==> src/rtl/vbs_pkg.sv <==
package vbs_pkg;
  localparam int REG_DW = 32;
  localparam int CNT_W  = 16;

  typedef enum logic [3:0] {
    RA_CTRL    = 4'd0,
    RA_PERIOD  = 4'd1,
    RA_BASE0   = 4'd2,
    RA_SETUP0  = 4'd3,
    RA_BASE1   = 4'd4,
    RA_SETUP1  = 4'd5,
    RA_IRQ_EN  = 4'd6,
    RA_IRQ_PND = 4'd7,
    RA_IRQ_CLR = 4'd8
  } reg_addr_e;

  // bit 0 play ... bit 5 bank pointer
  typedef struct packed {
    logic ptr;
    logic toggle;
    logic repeat_on;
    logic autostop;
    logic stop;
    logic play;
  } ctrl_t;

  typedef struct packed {
    logic [CNT_W-1:0] loops;
    logic [CNT_W-1:0] frames;
  } bank_setup_t;
endpackage

==> src/rtl/vbs_frame_timer.sv <==
module vbs_frame_timer #(
  parameter int CW = 32
) (
  input  logic          clk,
  input  logic          rst,
  input  logic [CW-1:0] period,
  output logic          tick
);
  logic [CW-1:0] cnt;

  assign tick = (cnt == '0);

  always_ff @(posedge clk) begin
    if (rst)       cnt <= '0;
    else if (tick) cnt <= (period == '0) ? '0 : period - 1'b1;
    else           cnt <= cnt - 1'b1;
  end
endmodule

==> src/rtl/vbs_irq_unit.sv <==
module vbs_irq_unit #(
  parameter int NSRC = 1
) (
  input  logic            clk,
  input  logic            rst,
  input  logic [NSRC-1:0] set_evt,
  input  logic            en_wr,
  input  logic [NSRC-1:0] en_val,
  input  logic            clr_wr,
  input  logic [NSRC-1:0] clr_val,
  output logic [NSRC-1:0] en,
  output logic [NSRC-1:0] pend,
  output logic            irq
);
  for (genvar i = 0; i < NSRC; i++) begin : g_src
    always_ff @(posedge clk) begin
      if (rst) begin
        en[i]   <= 1'b0;
        pend[i] <= 1'b0;
      end else begin
        if (en_wr) en[i] <= en_val[i];
        if (set_evt[i])                 pend[i] <= 1'b1;
        else if (clr_wr && clr_val[i])  pend[i] <= 1'b0;
      end
    end
  end

  always_ff @(posedge clk) begin
    if (rst) irq <= 1'b0;
    else     irq <= |(pend & en);
  end
endmodule

==> src/rtl/vbs_engine.sv <==
module vbs_engine
  import vbs_pkg::*;
#(
  parameter int AW          = 32,
  parameter int FRAME_BYTES = 4096
) (
  input  logic          clk,
  input  logic          rst,
  input  logic          tick,
  input  logic          ctrl_wr,
  input  ctrl_t         ctrl_in,
  input  logic [AW-1:0] base0,
  input  logic [AW-1:0] base1,
  input  bank_setup_t   setup0,
  input  bank_setup_t   setup1,
  output logic          frame_valid,
  output logic [AW-1:0] frame_addr,
  output logic          bank,
  output logic          running,
  output logic          swap,
  output ctrl_t         mode
);
  localparam logic [AW-1:0] FSTEP = AW'(FRAME_BYTES);

  logic             pend_play, pend_stop, start_ptr;
  logic [CNT_W-1:0] fidx, lidx, n_fidx, n_lidx;
  logic             n_run, n_bank, emit;
  logic             last_frame, last_loop, endless;
  logic [CNT_W-1:0] loops_eff;
  bank_setup_t      cur, oth, st_ptr;
  logic [AW-1:0]    n_base;

  assign cur       = bank ? setup1 : setup0;
  assign oth       = bank ? setup0 : setup1;
  assign st_ptr    = start_ptr ? setup1 : setup0;
  assign loops_eff = (cur.loops == '0) ? CNT_W'(1) : cur.loops;
  assign endless   = mode.repeat_on & ~mode.toggle;
  assign last_frame = (cur.frames == '0) ||
                      ({1'b0, fidx} + 1'b1 >= {1'b0, cur.frames});
  assign last_loop  = (cur.frames == '0) ||
                      (!endless && ({1'b0, lidx} + 1'b1 >= {1'b0, loops_eff}));

  always_comb begin
    n_run  = running;
    n_bank = bank;
    n_fidx = fidx;
    n_lidx = lidx;
    emit   = 1'b0;
    swap   = 1'b0;
    if (tick) begin
      if (pend_stop) begin
        n_run = 1'b0;
      end else if (pend_play) begin
        n_run  = 1'b1;
        n_bank = start_ptr;
        n_fidx = '0;
        n_lidx = '0;
        emit   = (st_ptr.frames != '0);
      end else if (running) begin
        if (!last_frame) begin
          n_fidx = fidx + 1'b1;
          emit   = 1'b1;
        end else if (!last_loop) begin
          n_fidx = '0;
          n_lidx = endless ? lidx : lidx + 1'b1;
          emit   = 1'b1;
        end else if (mode.autostop || !mode.toggle) begin
          n_run = 1'b0;
        end else begin
          swap   = 1'b1;
          n_bank = ~bank;
          n_fidx = '0;
          n_lidx = '0;
          emit   = (oth.frames != '0);
        end
      end
    end
  end

  assign n_base = n_bank ? base1 : base0;

  always_ff @(posedge clk) begin
    if (rst) begin
      running     <= 1'b0;
      bank        <= 1'b0;
      fidx        <= '0;
      lidx        <= '0;
      frame_valid <= 1'b0;
      frame_addr  <= '0;
      pend_play   <= 1'b0;
      pend_stop   <= 1'b0;
      start_ptr   <= 1'b0;
      mode        <= '0;
    end else begin
      running     <= n_run;
      bank        <= n_bank;
      fidx        <= n_fidx;
      lidx        <= n_lidx;
      frame_valid <= emit;
      if (emit) frame_addr <= n_base + AW'(n_fidx) * FSTEP;
      if (tick) begin
        pend_play <= 1'b0;
        pend_stop <= 1'b0;
      end
      if (ctrl_wr) begin
        mode <= ctrl_in;
        if (ctrl_in.play) begin
          pend_play <= 1'b1;
          start_ptr <= ctrl_in.ptr;
        end
        if (ctrl_in.stop) pend_stop <= 1'b1;
      end
    end
  end
endmodule

==> src/rtl/video_bank_sequencer.sv <==
module video_bank_sequencer
  import vbs_pkg::*;
#(
  parameter int          AW          = 32,
  parameter int          FRAME_BYTES = 4096,
  parameter logic [31:0] DEF_PERIOD  = 32'd16
) (
  input  logic          clk,
  input  logic          rst,
  input  logic          wr_en,
  input  logic          rd_en,
  input  logic [3:0]    addr,
  input  logic [31:0]   wr_data,
  output logic [31:0]   rd_data,
  output logic          frame_valid,
  output logic [AW-1:0] frame_addr,
  output logic          active_bank,
  output logic          running,
  output logic          irq
);
  localparam int NSRC = 1;

  logic [REG_DW-1:0] period;
  logic [AW-1:0]     base0, base1;
  bank_setup_t       setup0, setup1;
  logic              tick, swap;
  ctrl_t             mode;
  logic [NSRC-1:0]   irq_en, irq_pend;

  always_ff @(posedge clk) begin
    if (rst) begin
      period <= DEF_PERIOD;
      base0  <= '0;
      base1  <= '0;
      setup0 <= '0;
      setup1 <= '0;
    end else if (wr_en) begin
      case (addr)
        RA_PERIOD: period <= wr_data;
        RA_BASE0:  base0  <= wr_data[AW-1:0];
        RA_SETUP0: setup0 <= wr_data;
        RA_BASE1:  base1  <= wr_data[AW-1:0];
        RA_SETUP1: setup1 <= wr_data;
        default: ;
      endcase
    end
  end

  always_ff @(posedge clk) begin
    if (rst) rd_data <= '0;
    else if (rd_en) begin
      case (addr)
        RA_CTRL:    rd_data <= {26'd0, mode.ptr, mode.toggle, mode.repeat_on,
                                mode.autostop, 1'b0, running};
        RA_PERIOD:  rd_data <= period;
        RA_BASE0:   rd_data <= 32'(base0);
        RA_SETUP0:  rd_data <= setup0;
        RA_BASE1:   rd_data <= 32'(base1);
        RA_SETUP1:  rd_data <= setup1;
        RA_IRQ_EN:  rd_data <= 32'(irq_en);
        RA_IRQ_PND: rd_data <= 32'(irq_pend);
        default:    rd_data <= '0;
      endcase
    end
  end

  vbs_frame_timer #(.CW(REG_DW)) u_tmr (
    .clk(clk), .rst(rst), .period(period), .tick(tick)
  );

  vbs_engine #(.AW(AW), .FRAME_BYTES(FRAME_BYTES)) u_eng (
    .clk(clk), .rst(rst), .tick(tick),
    .ctrl_wr(wr_en && addr == RA_CTRL), .ctrl_in(ctrl_t'(wr_data[5:0])),
    .base0(base0), .base1(base1), .setup0(setup0), .setup1(setup1),
    .frame_valid(frame_valid), .frame_addr(frame_addr), .bank(active_bank),
    .running(running), .swap(swap), .mode(mode)
  );

  vbs_irq_unit #(.NSRC(NSRC)) u_irq (
    .clk(clk), .rst(rst), .set_evt(swap),
    .en_wr(wr_en && addr == RA_IRQ_EN), .en_val(wr_data[NSRC-1:0]),
    .clr_wr(wr_en && addr == RA_IRQ_CLR), .clr_val(wr_data[NSRC-1:0]),
    .en(irq_en), .pend(irq_pend), .irq(irq)
  );
endmodule

==> config.mk <==
export PLATFORM = sky130hd
export DESIGN_NAME = video_bank_sequencer
export DESIGN_NICKNAME = d
export VERILOG_FILES = /design/src/rtl/vbs_pkg.sv /design/src/rtl/vbs_frame_timer.sv /design/src/rtl/vbs_irq_unit.sv /design/src/rtl/vbs_engine.sv /design/src/rtl/video_bank_sequencer.sv
export SDC_FILE = /design/constraint.sdc
export NUM_CORES = 1
export LEC_CHECK = 0
export BUFFER_PORTS_ARGS = -buffer_cell sky130_fd_sc_hd__buf_4
export CAP_MARGIN = 25
export CORE_ASPECT_RATIO = 0.9
export CORE_MARGIN = 2
export CORE_UTILIZATION = 30
export CTS_CLUSTER_DIAMETER = 150
export CTS_CLUSTER_SIZE = 24
export DETAILED_ROUTE_END_ITERATION = 10
export PLACE_DENSITY = 0.52
export SLEW_MARGIN = 20
export SYNTH_ARGS = -nofsm -noshare
export SYNTH_HDL_FRONTEND = slang
export SYNTH_SLANG_ARGS = --single-unit
==> constraint.sdc <==
create_clock -name clk -period 13.1 [get_ports clk]
set_input_delay 3.93 -clock clk [delete_from_list [all_inputs] [get_ports clk]]
set_output_delay 3.93 -clock clk [all_outputs]
set_load 0.005 [all_outputs]
==> results of run 1 <==
==> routing by layer <==
metal / GRT usage [%] / vias to the layer above
li1: - / 6965
met1: 28.76 / 7008
met2: 31.20 / 444
met3: 2.655 / 63
met4: 5.212 / 0
met5: 0 / -
==> flip-flops by register name (all words and copies together), names as in the netlist, 4 cells and up <==
register          flops
base0                32
base1                32
period               32
rd_data              32
setup0               32
setup1               32
u_eng.frame_addr     32
u_tmr.cnt            32
u_eng.fidx           16
u_eng.lidx           16
u_eng.mode            4
==> final cells by class <==
cell class	count	area, um^2	area share [%]
Clock buffer	17	425.4	2.430
Sequential cell	301	6027	34.42
Tap cell	688	860.8	4.917
Clock inverter	1	16.27	0.09290
Inverter	24	90.09	0.5145
Timing Repair Buffer	134	1027	5.867
Multi-Input combinational cell	1492	9061	51.75
==> logic make-up (layout without fill, tap and decap cells) <==
family,count (synthesis),after routing
flip-flops,301,301
adder cells (fa/ha/maj),53,53
AO/OA/AOI/OAI,460,460
multiplexers,78,78
XOR/XNOR,95,95
AND/OR/NAND/NOR,806,806
buffers and inverters,162,176
==> power by group through the flow <==
stage	registers, uW	clock network (uW)	logic (uW)
3_3_place_gp	1040	0	527
2_1_floorplan	1030	0	396
3_5_place_dp	1040	0	534
5_1_grt	1030	606	595
4_1_cts	1020	578	538
6_report	1020	565	539
==> layout by cell type (no fill, tap or decap), types with 8 or more instances in the layout <==
master / instances
or3_1: 13
and3_1: 17
clkbuf_16: 17
a222oi_1: 27
nand4_1: 17
mux2_2: 20
dfxtp_1: 300
nand2_1: 422
ha_1: 52
nor2b_1: 8
buf_4: 131
nor3_1: 30
and2_1: 21
nand3_1: 45
a21oi_1: 209
nor2_1: 145
a22oi_1: 62
o21ai_0: 25
a22o_1: 9
or4_1: 10
xnor2_1: 47
inv_1: 24
nand2b_1: 16
a311oi_1: 43
xor2_1: 48
nor4_1: 25
mux2i_1: 56
a21o_1: 9
==> worst max-delay path, delay by kind of cell (launching register included) <==
kind	cells	cell delay, ns
adders and majority gates	3	0.91
xor gates and xnor gates	1	0.19
DFF	1	0.47
AOI/OAI and AO/OA	9	2.33
and+or+nand+nor	12	3.12
muxes	1	0.41
==> metrics by stage <==
stage | power (uW) | utilization [%] | instance area, um^2
5_1_grt | 2227 | 33.87 | 17510
6_report | 2122 | 33.87 | 17510
2_1_floorplan | 1422 | - | 15670
3_3_place_gp | 1565 | 32.96 | 17040
3_5_place_dp | 1573 | 33.01 | 17070
4_1_cts | 2134 | 33.87 | 17510
==> final timing paths <==
path | from | cells past startpoint | slack, ns | endpoint
max | u_eng.fidx[2] | 26 | 5.59 | u_eng.frame_addr[30]
min | base1[6] | 2 | 0.48 | base1[6]
max reg2reg | u_eng.fidx[2] | 26 | 5.59 | u_eng.frame_addr[30]
min reg2reg | base1[6] | 2 | 0.48 | base1[6]
==> results.txt, run 1 <==
Status -> complete, no violations
RSZ-0062 raised after global routing -> no
Internal -> 1415 uW
Num CTS Buffers -> 16
Via count -> 14480
Hold Buf Count CTS -> 0
Distinct cells, synth -> 78
Core box area -> 0.05170 mm^2
Register share of total power -> 48.0%
Fmax -> 0.1331 GHz
H-Tree Depth -> 1
Switch Pwr -> 707.9 uW
FFs w/ async S/R, synth -> 0%
I/O pins -> 108
1st-iter DRT viols -> 1237
Crit. End Element -> register
Slew margin rel. -> 31.85%
Layout area overhead -> 11.75%
Slowest stage delay, CP -> 0.64 ns
Synth warn -> 0
Synth top area share -> 38.46%
Layout cell share with drive strength beyond 1 -> 10.36%
WHS -> 0.4753 ns
GRT Overall Usage -> 19.97%
Final setup TNS -> 0 ns
Layout Nets -> 2062
Synth cell count leaders -> nand2_1, dfxtp_1, a21oi_1
Die X-Extent -> 244.9 um
Power share of the clock group -> 26.6%
Ant diodes -> 0
Critical Path AT -> 7.98 ns
Full die area -> 0.05407 mm^2
Xor/xnor share of the synthesized area -> 5.311%
Met3 wire len -> 3.033 mm
Syn Inst Count -> 1955
Final WL -> 55.67 mm
Filler cells -> 5426
CP Data Required Time -> 13.57 ns
TritonRoute pass-1 iters -> 8
Hold crit path type -> register to register
Dpl ws -> 5.716 ns
Placer Congestion -> 0.8483
Synth top area cells -> dfxtp_1, nand2_1, a21oi_1, ha_1, mux2i_1
Chip height -> 220.8 um
# port buffers -> 107
Post-synthesis simple-gate area fraction -> 23.13%
Max-slew violations -> 0
Sequential fraction of the synthesis area -> 38.46%
DR top layer -> met4
Worst-Margin Slew -> 1.022 ns
CTS tree -> yes
Total clock sinks -> 301
Period utilisation layout -> 57.34%
Pleak -> 0.006269 uW
Post-route antenna net violation count -> 0
Detailed Place HPWL -> 38.95 mm
Post-synth EDFFs -> 0
Final WS setup -> 5.588 ns
Mux share of post-synthesis cell area -> 5.255%
# DRC -> 0
Final setup viols -> 0
Part of the power in combinational logic -> 25.4%
Final min period -> 7.512 ns
Most frequent cell after synthesis -> nand2_1
Met2 WL -> 24.66 mm
Ys flop type -> dfxtp_1
DP Cell Count -> 2639
Final Hold Vio Count -> 0
Initial antenna violation count -> 0
First-pass GRT wire length -> 84.17 mm
Cell Pwr Density -> 121.2 mW/mm^2
Most area-hungry cell type in the Yosys netlist -> dfxtp_1
Post-CTS Setup Inserts -> 0
Post-CTS sizing -> 0
Finished Layout Cells -> 2657
Met1 wire length -> 26.61 mm
Clock transition at the registers of the reported paths -> 0.11 ns
Root Driver -> clkbuf_16
Largest net degree at the start of global routing -> 87
Grt ovf -> 0
Critical-path top delay cell -> o41ai_1
Max-capacitance violation count -> 0
Switching fraction of total power -> 33.35%
CTS max path bufs -> 3
Type of origin of the critical path -> register
# rows -> 79
Avg Cell Area, Syn -> 8.014 um^2
Vias in the first global route -> 13626
FF+latch count, synth -> 301
Setup CP Type -> register to register
Main combinational cell family by area after synthesis -> simple AND/OR/NAND/NOR gates
Post-synthesis net count -> 2048
Vias per cell -> 5.450
Area of the mapped netlist -> 0.01567 mm^2
Post-Synth Adder-Cell Area -> 4.280%
Starting density of the core -> 30.31%
VDD IR max -> 0.08729 mV
Worst-skew pair later-pin latency -> 0.54 ns
CP max FO -> 32
Compound-Gate Fraction of Synth Area -> 19.52%
Clock skew -> 0.02350 ns
Routed WL per cell -> 20.95 um
No activity file was read; power rests on OpenSTA's default activity.
==> run 2, diff against run 1 <==
Settings changed: PLACE_DENSITY 0.52 to 0.54.
Clock period 13.1 ns to 6.4 ns, I/O delays scaled along.
==> results.txt, run 2 (synthesis results as in run 1) <==
Commonest cells after routing, fill and taps aside -> nand2_1, dfxtp_1, a21oi_1
Layout cell share with drive strength beyond 1 -> 13.24%
Worst setup path startpoint -> u_eng.bank
R2R Setup Slk -> 0.30 ns
Vias in the first global route -> 14026
Hold Crit Endpoint -> base0[9]
Hold path cells -> 2
Worst r2r path cells -> 26
Max-capacitance violation count -> 0
CP Data Required Time -> 6.80 ns
Via count -> 14700
WHS -> 0.4754 ns
Final setup viols -> 0
Num CTS Buffers -> 16
Critical Path AT -> 6.50 ns
Routed WL per cell -> 20.77 um
Placer Congestion -> 0.9165
Largest net degree at the start of global routing -> 102
Chip height -> 220.8 um
1st-iter DRT viols -> 1540
Fmax -> 0.1638 GHz
CTS tree -> yes
Final WS setup -> 0.2954 ns
# port buffers -> 107
Grt ovf -> 0
Root Driver -> clkbuf_16
RR Endpoint -> u_eng.frame_addr[30]
Total clock sinks -> 301
I/O pins -> 108
Full die area -> 0.05407 mm^2
Hold crit path type -> register to register
VDD IR max -> 0.1851 mV
Die X-Extent -> 244.9 um
Final WL -> 55.88 mm
Hold path start -> base0[9]
# DRC -> 0
Hold Buf Count CTS -> 0
Max-slew violations -> 0
Final core utilization -> 34.71%
Area of the multi-input gates -> 0.009208 mm^2
GRT Overall Usage -> 20.28%
Period utilisation layout -> 95.38%
Layout area overhead -> 14.54%
CTS max path bufs -> 3
Reg area -> 0.006035 mm^2
Clock transition at the registers of the reported paths -> 0.10 ns
Vias per cell -> 5.465
Final Hold Vio Count -> 0
Pleak -> 0.006515 uW
Type of origin of the critical path -> register
Initial antenna violation count -> 0
Core box area -> 0.05170 mm^2
Status -> complete, no violations
Worst-Margin Slew -> 0.9791 ns
Cell Pwr Density -> 244.3 mW/mm^2
TritonRoute pass-1 iters -> 6
Layout Nets -> 2095
Final min period -> 6.105 ns
Setup CP Type -> register to register
Clock skew -> 0.02145 ns
Post-placement cell area -> 0.01729 mm^2
Commonest non-fill, non-tap cell in the layout -> nand2_1
Power, Total -> 4384 uW
Crit. End Element -> register
CP max FO -> 16
Filler cells -> 5366
Detailed Place HPWL -> 40.01 mm
Post-route antenna net violation count -> 0
Worst-skew pair later-pin latency -> 0.54 ns
Starting density of the core -> 30.31%
Ant diodes -> 0
# rows -> 79
Worst reg2reg startpoint -> u_eng.bank
H-Tree Depth -> 1
Slew margin rel. -> 34.72%
Dpl ws -> -0.008110 ns
Final instance area -> 0.01795 mm^2
First-pass GRT wire length -> 86.34 mm
-- run 2: changes by cell type in the layout (fill, tap and decap cells not counted), sizes merged --
cell and change:
buf +33
-- run 2: per-layer routing --
metal	vias up	share of wire, %	GRT usage (%)
li1	7042	-	-
met1	7101	47	28.95
met2	486	45	31.94
met3	71	5.8	2.375
met4	0	3.1	5.901
met5	-	0	0
-- run 2: worst max-delay path: stages (launching register included) --
cell      delay, ns
dfxtp_4        0.55
mux2i_1        0.48
nand4_1        0.13
or4_1          0.52
nand2_1        0.09
ha_1           0.21
nand2b_1       0.14
a21oi_1        0.13
nand4b_1       0.12
o211ai_1       0.19
a31oi_1        0.26
buf_4          0.17
o21a_1         0.12
o21ai_0        0.10
mux2_4         0.32
ha_1           0.23
fa_1           0.41
a21o_1         0.19
nand4_1        0.14
a21oi_2        0.09
o41ai_2        0.33
buf_4          0.17
nor2_2         0.06
o32a_1         0.38
a31oi_1        0.19
mux2_4         0.17
o32ai_2        0.08
-- run 2: how the worst max path moves through the flow --
| stage | to | slack [ns] | depth (start not counted) |
|---|---|---|---|
| final | u_eng.frame_addr[30] | 0.30 | 26 |
| after detailed placement | u_eng.frame_addr[30] | -0.008 | 26 |
| after CTS | u_eng.frame_addr[31] | 0.08 | 26 |
| after global routing | u_eng.frame_addr[30] | -0.01 | 26 |
| after global placement | u_eng.frame_addr[30] | 0.11 | 25 |
| after floorplan | u_eng.frame_addr[30] | 0.04 | 29 |
-- run 2: cell type report --
type | count | area share [%]
clock buffer | 17 | 2.370
inverter | 24 | 0.5020
multi-input combinational | 1492 | 51.31
timing repair buffer | 167 | 7.307
sequential | 301 | 33.63
clock inverter | 1 | 0.09064
tap | 688 | 4.797
-- run 2: timing repair --
item / 4_1_cts / 5_1_grt
resized for setup: 3 / 35
setup buffers: 0 / 5
gates cloned: 0 / 0
pin swaps: 0 / 8
setup endpoints to repair: 1 / 8
-- run 2: metrics by stage --
step	TNS (ns)	cells
4_1_cts	0	2684
2_1_floorplan	0	1955
3_5_place_dp	-0.008110	2666
3_3_place_gp	0	2664
6_report	0	2690
5_1_grt	-0.01126	2690
-- run 2: report_power, final --
group / switching [uW] / leakage [uW] / internal, uW
Combinational: 705 / 0.00386 / 447
Clock: 661 / 0.000216 / 483
Sequential: 106 / 0.00244 / 1980
Total: 1470 / 0.00651 / 2910
